[src/rtl/bitclk_pkg.sv]
package bitclk_pkg;

  typedef enum logic {
    MODE_STD  = 1'b0,
    MODE_FAST = 1'b1
  } rate_mode_e;

endpackage

[src/rtl/bitclk_divreg.sv]
module bitclk_divreg #(
  parameter int DIV_W = 16
) (
  input  logic             clk,
  input  logic             rst_n,
  input  logic             wr,
  input  logic [DIV_W-1:0] wdata,
  output logic [DIV_W-1:0] div_q
);

  logic [DIV_W-1:0] div_d;

  always_comb begin
    div_d = div_q;
    if (wr) div_d = wdata;
  end

  always_ff @(posedge clk or negedge rst_n) begin
    if (!rst_n) div_q <= '0;
    else        div_q <= div_d;
  end

  // the stored divisor changes only through a write
  a_r5_div_hold: assert property (@(posedge clk) disable iff (!rst_n)
    !wr |=> $stable(div_q));

  a_r5_div_load: assert property (@(posedge clk) disable iff (!rst_n)
    wr |=> div_q == $past(wdata));

endmodule

[src/rtl/bitclk_prescaler.sv]
module bitclk_prescaler #(
  parameter int DIV_W = 16
) (
  input  logic             clk,
  input  logic             rst_n,
  input  logic             en,
  input  logic             load,
  input  logic [DIV_W-1:0] load_val,
  input  logic [DIV_W-1:0] period,
  output logic             os_tick
);

  localparam logic [DIV_W-1:0] CNT_ONE = {{(DIV_W-1){1'b0}}, 1'b1};

  logic [DIV_W-1:0] cnt_q;
  logic [DIV_W-1:0] cnt_d;
  logic             at_zero;

  assign at_zero = (cnt_q == '0);
  assign os_tick = en && !load && at_zero;

  always_comb begin
    cnt_d = cnt_q;
    if (load)          cnt_d = load_val;
    else if (en) begin
      if (at_zero)     cnt_d = period;
      else             cnt_d = cnt_q - CNT_ONE;
    end
  end

  always_ff @(posedge clk or negedge rst_n) begin
    if (!rst_n) cnt_q <= '0;
    else        cnt_q <= cnt_d;
  end

  // a wrap reloads the full period
  a_r2_reload: assert property (@(posedge clk) disable iff (!rst_n)
    os_tick |=> cnt_q == $past(period));

  // a write restarts the counter from the written value
  a_r5_restart: assert property (@(posedge clk) disable iff (!rst_n)
    load |=> cnt_q == $past(load_val));

  // paused counter holds
  a_r7_freeze: assert property (@(posedge clk) disable iff (!rst_n)
    (!en && !load) |=> $stable(cnt_q));

  // no strobe while paused
  a_r7_no_tick: assert property (@(posedge clk) disable iff (!rst_n)
    !en |-> !os_tick);

endmodule

[src/rtl/bitclk_subdiv.sv]
module bitclk_subdiv
  import bitclk_pkg::*;
#(
  parameter int SUB_W      = 4,
  parameter int SLOW_RATIO = 16,
  parameter int FAST_RATIO = 4
) (
  input  logic clk,
  input  logic rst_n,
  input  logic clear,
  input  logic os_tick,
  input  logic fast_sel,
  output logic bit_tick
);

  localparam logic [SUB_W-1:0] SLOW_LAST = SUB_W'(SLOW_RATIO - 1);
  localparam logic [SUB_W-1:0] FAST_LAST = SUB_W'(FAST_RATIO - 1);
  localparam logic [SUB_W-1:0] SUB_ONE   = {{(SUB_W-1){1'b0}}, 1'b1};

  rate_mode_e       mode_q;
  rate_mode_e       mode_d;
  logic [SUB_W-1:0] sub_q;
  logic [SUB_W-1:0] sub_d;
  logic [SUB_W-1:0] last_idx;
  logic             wrap;

  assign last_idx = (mode_q == MODE_FAST) ? FAST_LAST : SLOW_LAST;
  assign wrap     = os_tick && (sub_q == last_idx);
  assign bit_tick = wrap;

  always_comb begin
    sub_d  = sub_q;
    mode_d = mode_q;
    if (clear || wrap) begin
      sub_d  = '0;
      mode_d = fast_sel ? MODE_FAST : MODE_STD;
    end else if (os_tick) begin
      sub_d  = sub_q + SUB_ONE;
    end
  end

  always_ff @(posedge clk or negedge rst_n) begin
    if (!rst_n) begin
      sub_q  <= '0;
      mode_q <= MODE_STD;
    end else begin
      sub_q  <= sub_d;
      mode_q <= mode_d;
    end
  end

  // the sub-counter never passes the last index of its mode
  a_r3_sub_bound: assert property (@(posedge clk) disable iff (!rst_n)
    sub_q <= last_idx);

  // mode moves only at a bit boundary or on a write
  a_r6_mode_hold: assert property (@(posedge clk) disable iff (!rst_n)
    (!bit_tick && !clear) |=> $stable(mode_q));

  // a write clears the sub-counter
  a_r5_sub_clear: assert property (@(posedge clk) disable iff (!rst_n)
    clear |=> sub_q == '0);

endmodule

[src/rtl/uart_bitclk_gen.sv]
module uart_bitclk_gen #(
  parameter int DIV_W      = 16,
  parameter int SUB_W      = 4,
  parameter int SLOW_RATIO = 16,
  parameter int FAST_RATIO = 4
) (
  input  logic             clk,
  input  logic             rst_n,
  input  logic             en,
  input  logic             fast_sel,
  input  logic             div_wr,
  input  logic [DIV_W-1:0] div_wdata,
  output logic             os_tick,
  output logic             bit_tick
);

  logic [DIV_W-1:0] div_q;

  bitclk_divreg #(.DIV_W(DIV_W)) u_divreg (
    .clk   (clk),
    .rst_n (rst_n),
    .wr    (div_wr),
    .wdata (div_wdata),
    .div_q (div_q)
  );

  bitclk_prescaler #(.DIV_W(DIV_W)) u_prescaler (
    .clk      (clk),
    .rst_n    (rst_n),
    .en       (en),
    .load     (div_wr),
    .load_val (div_wdata),
    .period   (div_q),
    .os_tick  (os_tick)
  );

  bitclk_subdiv #(
    .SUB_W      (SUB_W),
    .SLOW_RATIO (SLOW_RATIO),
    .FAST_RATIO (FAST_RATIO)
  ) u_subdiv (
    .clk      (clk),
    .rst_n    (rst_n),
    .clear    (div_wr),
    .os_tick  (os_tick),
    .fast_sel (fast_sel),
    .bit_tick (bit_tick)
  );

  // a bit strobe always sits on an oversample strobe
  a_r10_bit_on_os: assert property (@(posedge clk) disable iff (!rst_n)
    bit_tick |-> os_tick);

  // nothing fires in a write cycle
  a_r5_quiet_write: assert property (@(posedge clk) disable iff (!rst_n)
    div_wr |-> !os_tick && !bit_tick);

endmodule

[config.mk]
export PLATFORM = sky130hd
export DESIGN_NAME = uart_bitclk_gen
export DESIGN_NICKNAME = d
export VERILOG_FILES = /design/src/rtl/bitclk_pkg.sv /design/src/rtl/bitclk_divreg.sv /design/src/rtl/bitclk_prescaler.sv /design/src/rtl/bitclk_subdiv.sv /design/src/rtl/uart_bitclk_gen.sv
export SDC_FILE = /design/constraint.sdc
export NUM_CORES = 1
export LEC_CHECK = 0
export ABC_AREA = 1
export CAP_MARGIN = 20
export CORE_MARGIN = 2
export CORE_UTILIZATION = 40
export CTS_CLUSTER_SIZE = 12
export DETAILED_ROUTE_END_ITERATION = 7
export SKIP_LAST_GASP = 1
export SYNTH_ARGS = -nofsm -noshare
export SYNTH_HDL_FRONTEND = slang
export SYNTH_HIERARCHICAL = 1
export SYNTH_SLANG_ARGS = --single-unit
[constraint.sdc]
create_clock -name clk -period 2.5 [get_ports clk]
set_input_delay 0.25 -clock clk [delete_from_list [all_inputs] [get_ports clk]]
set_output_delay 0.25 -clock clk [all_outputs]
set_load 0.005 [all_outputs]
Word level (Yosys, flattened, before mapping)
Cells that the tools add are included.
{"block": "totals", "register_bits": 37, "latchBits": 0, "ramBits": 0, "rom_bits": 0, "inputBits": 21, "out_inout_bits": 2, "elab_cells": 22, "mem_count": 0}
{"block": "op_classes", "n_addsub": 2, "n_mul": 0, "div_mod_pow": 0, "n_lt_le_gt_ge": 0, "eq_ne": 1, "shift": 0, "mux": 7, "bitwise": 0, "n_reduce_logical": 8}
{"op": "16-bit 2-to-1 mux", "n": 3}
{"op": "16-bit zero test", "n": 1}
{"op": "16-bit by 1-bit subtractor with 16-bit output, second input constant", "n": 1}
{"op": "4-bit 2-to-1 mux", "n": 3}
{"op": "4-bit by 1-bit adder with 4-bit output, second input constant", "n": 1}
{"op": "4-bit == test", "n": 1}
{"op": "2-bit nonzero test", "n": 2}
{"op": "1-bit logical AND", "n": 3}
{"op": "1-bit zero test", "n": 1}
{"op": "1-bit logical OR", "n": 1}
{"op": "1-bit 2-to-1 mux", "n": 1}

Depth between registers and ports, before layout
{"block": "depth", "ltp_word": 6, "ltp_mapped": 13, "depth_no_buf": 12}

By module
The synthesis kept the hierarchy.
{"mod": "bitclk_prescaler", "n_inst": 1, "cells_each": 217, "area_per_inst_um2": 1443.9, "seq_area_each_um2": 400.4}
{"mod": "bitclk_divreg", "n_inst": 1, "cells_each": 68, "area_per_inst_um2": 644.4, "seq_area_each_um2": 400.4}
{"mod": "bitclk_subdiv", "n_inst": 1, "cells_each": 40, "area_per_inst_um2": 310.3, "seq_area_each_um2": 125.1}

Least setup slack after synthesis
OpenSTA, ideal clock, no wires.
{"block": "synth_path", "path_kind": "register to output", "from": "register u_prescaler.cnt_q[0]", "to": "output bit_tick", "arrival_time_ns": 1.966, "required_ns": 2.250, "slack_ns": 0.284, "stages_incl_launch_ff": 12, "n_path_buf": 1, "path_cell_list": "dfrtp_1 inv_1 ha_1 nand3_1 nor2_4 nand2_4 buf_6 nor3_1 nand2_1 clkinv_1 nand2_4 inv_1"}
{"block": "synth_via", "elab_chain_len": 3}
{"item": "from (decl)", "line": "bitclk_prescaler.sv:15", "text": "logic [DIV_W-1:0] cnt_q;"}
{"item": "from (signal assigned)", "line": "bitclk_prescaler.sv:33", "text": "else cnt_q <= cnt_d;"}
{"item": "16-bit zero test", "line": "bitclk_prescaler.sv:19", "text": "assign at_zero = (cnt_q == '0);"}
{"item": "1-bit logical AND", "line": "bitclk_prescaler.sv:20", "text": "assign os_tick = en && !load && at_zero;"}
{"item": "named net os_tick", "line": "uart_bitclk_gen.sv:13", "text": "output logic os_tick,"}
{"item": "1-bit logical AND", "line": "bitclk_subdiv.sv:28", "text": "assign wrap = os_tick && (sub_q == last_idx);"}
{"item": "to (decl)", "line": "uart_bitclk_gen.sv:14", "text": "output logic bit_tick"}
The timed path passes the listed nets, and every way through them passes these cells.

Worst setup path after layout
{"block": "layout_path", "from": "register u_prescaler.cnt_q[1]", "to": "output os_tick"}
{"block": "layout_via", "elab_chain_len": 2}
{"item": "16-bit zero test", "line": "bitclk_prescaler.sv:19"}
{"item": "1-bit logical AND", "line": "bitclk_prescaler.sv:20"}
{"item": "to (decl)", "line": "uart_bitclk_gen.sv:13"}
Every way passes these cells.

==> flow_metrics.py <==
metrics = {
    "outcome": {
        "status": "complete, no violations",
    },
    "final_layout": {
        "final_common_cell": "nand2_1",
        "final_cells": 433,
        "fillerInstances": 591,
        "fin_area_sq_um": 2840,
        "multi_input_area_sq_um": 1310,
        "seqCellArea_sq_um": 930,
        "final_cell_mix": "nand2_1, dfrtp_1, nor2_1",
        "area_growth_syn_to_layout_pct": 18.3,
        "fin_nets": 381,
        "antenna_cells": 0,
        "drive_gt1_share_pct": 20.1,
    },
    "worst_hold_path": {
        "holdCritPathClass": "in2async",
    },
    "power_and_ir_drop": {
        "power_density_nw_per_um2": 518,
        "p_leak_nw": 1.46,
        "ir_drop_mv": 0.212,
    },
    "placed_design": {
        "dpl.cell_count": 419,
        "place.port_buffers": 22,
        "gp_congestion": 0.883,
        "hpwlAfterDp_um": 3760,
        "place_area_sq_um": 2670,
    },
    "flow_run": {
        "maxCapViolations": 0,
    },
    "die": {
        "die_y_um": 81.4,
        "die_w_um": 81.4,
        "io_pins": 23,
        "die_area_sq_um": 6630,
        "core_sq_um": 5850,
        "core.rowCount": 28,
        "initial_utilization_pct": 41.0,
    },
    "logic_synthesis": {
        "ys_seq_area_share_pct": 38.6,
        "synthAdderAreaFrac_pct": 1.56,
        "syn_area_sq_um": 2400,
        "synth_mux_area_share_pct": 0,
        "synth_seq_cells": 37,
        "synth_compound_area_share_pct": 8.71,
        "synth_top_family_by_area": "simple AND/OR/NAND/NOR gates",
        "synth_fp_nets": 349,
        "avgSynthCellArea_sq_um": 7.38,
        "synth-simple-area-share_pct": 42.3,
        "ys_warn_count": 6,
        "synth_xor_area_share_pct": 0.730,
        "syn_inst": 325,
        "synth.distinct_cells": 30,
    },
    "critical_path": {
        "critPathMaxStageDelay_ns": 0.50,
        "crit_type": "reg2out",
        "path_max_fanout": 5,
        "worst_path_max_delay_cell": "clkdlybuf4s50_1",
        "worst-endpoint-required_ns": 2.25,
        "path_delay_family": "buffers and inverters",
        "critPathCaptureType": "output port",
        "critPathLaunch": "u_prescaler/cnt_q[1]$_DFFE_PN0P_",
        "worst_setup_path_start_kind": "register",
        "arrival_ns": 2.10,
        "r2r_start": "u_prescaler/cnt_q[1]$_DFFE_PN0P_",
        "path_buf_inv": 3,
        "worstPathCellList": "inv_2 -> ha_2 -> nand3_2 -> nor2_4 -> nand2_4 -> nor3_4 -> buf_4 -> clkdlybuf4s50_1",
    },
    "clock_network": {
        "cts-hold-fix-buffers": 0,
        "htree_levels": 2,
        "cts-root-buf": "clkbuf_8",
        "cts_made_buffers": 5,
        "cts_sinks": 37,
        "insertion_delay_ns": 0.29,
        "cts_tree": "built",
        "cts_buffer_depth": 2,
        "clkTransAtPathRegs_ns": 0.08,
    },
    "timing": {
        "finalCritPeriodShare_pct": 93.8,
        "fmax_ghz": 0.426,
        "tightest_slew_ns": 0.874,
        "fin_skew_ns": 0.00813,
        "finalSetupViolations": 0,
        "hold_viol": 0,
        "slew_viol_final": 0,
        "rsz0062_at_grt": "false",
        "tns_ns": 0,
        "slew_headroom_pct": 41.7,
        "fin_crit_ns": 2.35,
    },
    "detailed_routing": {
        "wire_per_inst_um": 12.7,
        "num_vias": 2129,
        "first_pass_iters": 4,
        "dr.first_iter.drc_count": 95,
        "drc": 0,
        "wl_um": 5480,
        "ant_nets": 0,
        "viasPerCell": 4.92,
    },
    "global_route": {
        "grt_usage_pct": 18.2,
        "grt_pass1_vias": 2005,
        "grt_pass1_wl_um": 9240,
        "grt_max_degree": 38,
        "overflow": 0,
        "antenna_found_initial": 0,
    },
}
stage by stage:
step | setup WS, ns | total power [mW] | hold WS (ns) | utilization [%]
after global placement | 0.291 | 1.04 | 0.419 | 45.6
after CTS | 0.00603 | 1.47 | 0.108 | 47.1
after detailed placement | 0.252 | 1.05 | 0.429 | 45.6
final | 0.154 | 1.47 | 0.0670 | 48.5
after global routing | 0.0573 | 1.58 | 0.125 | 48.5
after floorplan | 0.284 | 0.942 | -0.0456 | -
final cells by class:
cell class              instances  share of cell area [%]
multi-input cells             251                    46.3
flip-flops and latches         37                    32.8
repair buffers                 34                    10.9
inverters                      28                    3.88
well taps                      75                    3.31
clock buffers                   6                    2.56
clock inverters                 2                   0.353
synthesized netlist by cell type:
library cell,count,area (sq um)
buf_6,4,45.0
clkinv_1,2,7.51
nand2_4,3,33.8
nor3_1,1,5.00
o21ai_1,2,10.0
nor2_4,2,22.5
o21ai_2,1,8.76
nor2_1,30,113
o211ai_2,7,87.6
dfrtp_1,37,926
clkbuf_1,3,11.3
or2_0,1,6.26
o21ai_0,7,35.0
inv_6,1,8.76
nand3_1,23,115
buf_12,1,20.0
xor2_1,2,17.5
nand2_1,128,480
or2_2,2,12.5
nand3b_1,1,7.51
buf_4,1,7.51
ha_1,3,37.5
nand4_1,2,12.5
a22oi_1,6,45.0
o21bai_1,2,15.0
a21boi_0,1,7.51
nor2_2,9,56.3
nand2_2,8,50.1
inv_1,25,93.8
nand3_2,10,100
sequential cells by signal, summed over array words and instances (netlist names):
name / flops
u_prescaler/cnt_q: 16
u_divreg/div_q: 16
u_subdiv/sub_q: 4
u_subdiv/mode_q: 1
final timing paths:
path / slack, ns / depth (start not counted) / to
min reg2reg: 0.47 / 2 / u_divreg/div_q[15]$_DFFE_PN0P_
max reg2reg: 0.74 / 11 / u_subdiv/sub_q[3]$_DFFE_PN0P_
min: 0.07 / 1 / u_divreg/div_q[5]$_DFFE_PN0P_
max in group asynchronous: 1.82 / 1 / u_prescaler/cnt_q[9]$_DFFE_PN0P_
min in group clk: 0.47 / 2 / u_divreg/div_q[15]$_DFFE_PN0P_
max: 0.15 / 8 / os_tick
cell families after synthesis:
kind of cell | Yosys count
flops | 37
simple gates | 220
xor+xnor | 2
buf+inv | 37
compound gates | 26
fa+ha+maj | 3
per-layer routing:
layer	global-route usage [%]	wire (um)	vias to the layer above
li1	-	-	1094
met1	24.1	2670	990
met2	29.9	2550	36
met3	3.30	161	9
met4	6.27	95	0
met5	0	0	-
power breakdown:
| group | switching (mW) | internal [mW] |
|---|---|---|
| Clock | 0.215 | 0.193 |
| Combinational | 0.194 | 0.144 |
| Sequential | 0.0658 | 0.658 |
what timing repair did:
item / CTS / global route
endpoints found under the setup margin: 1 / 2
buffers inserted: 0 / 6
resized for setup: 1 / 13
pin swaps: 0 / 8
endpoints found under the hold margin: 0 / 0
Power figures use the tool's default switching activity.
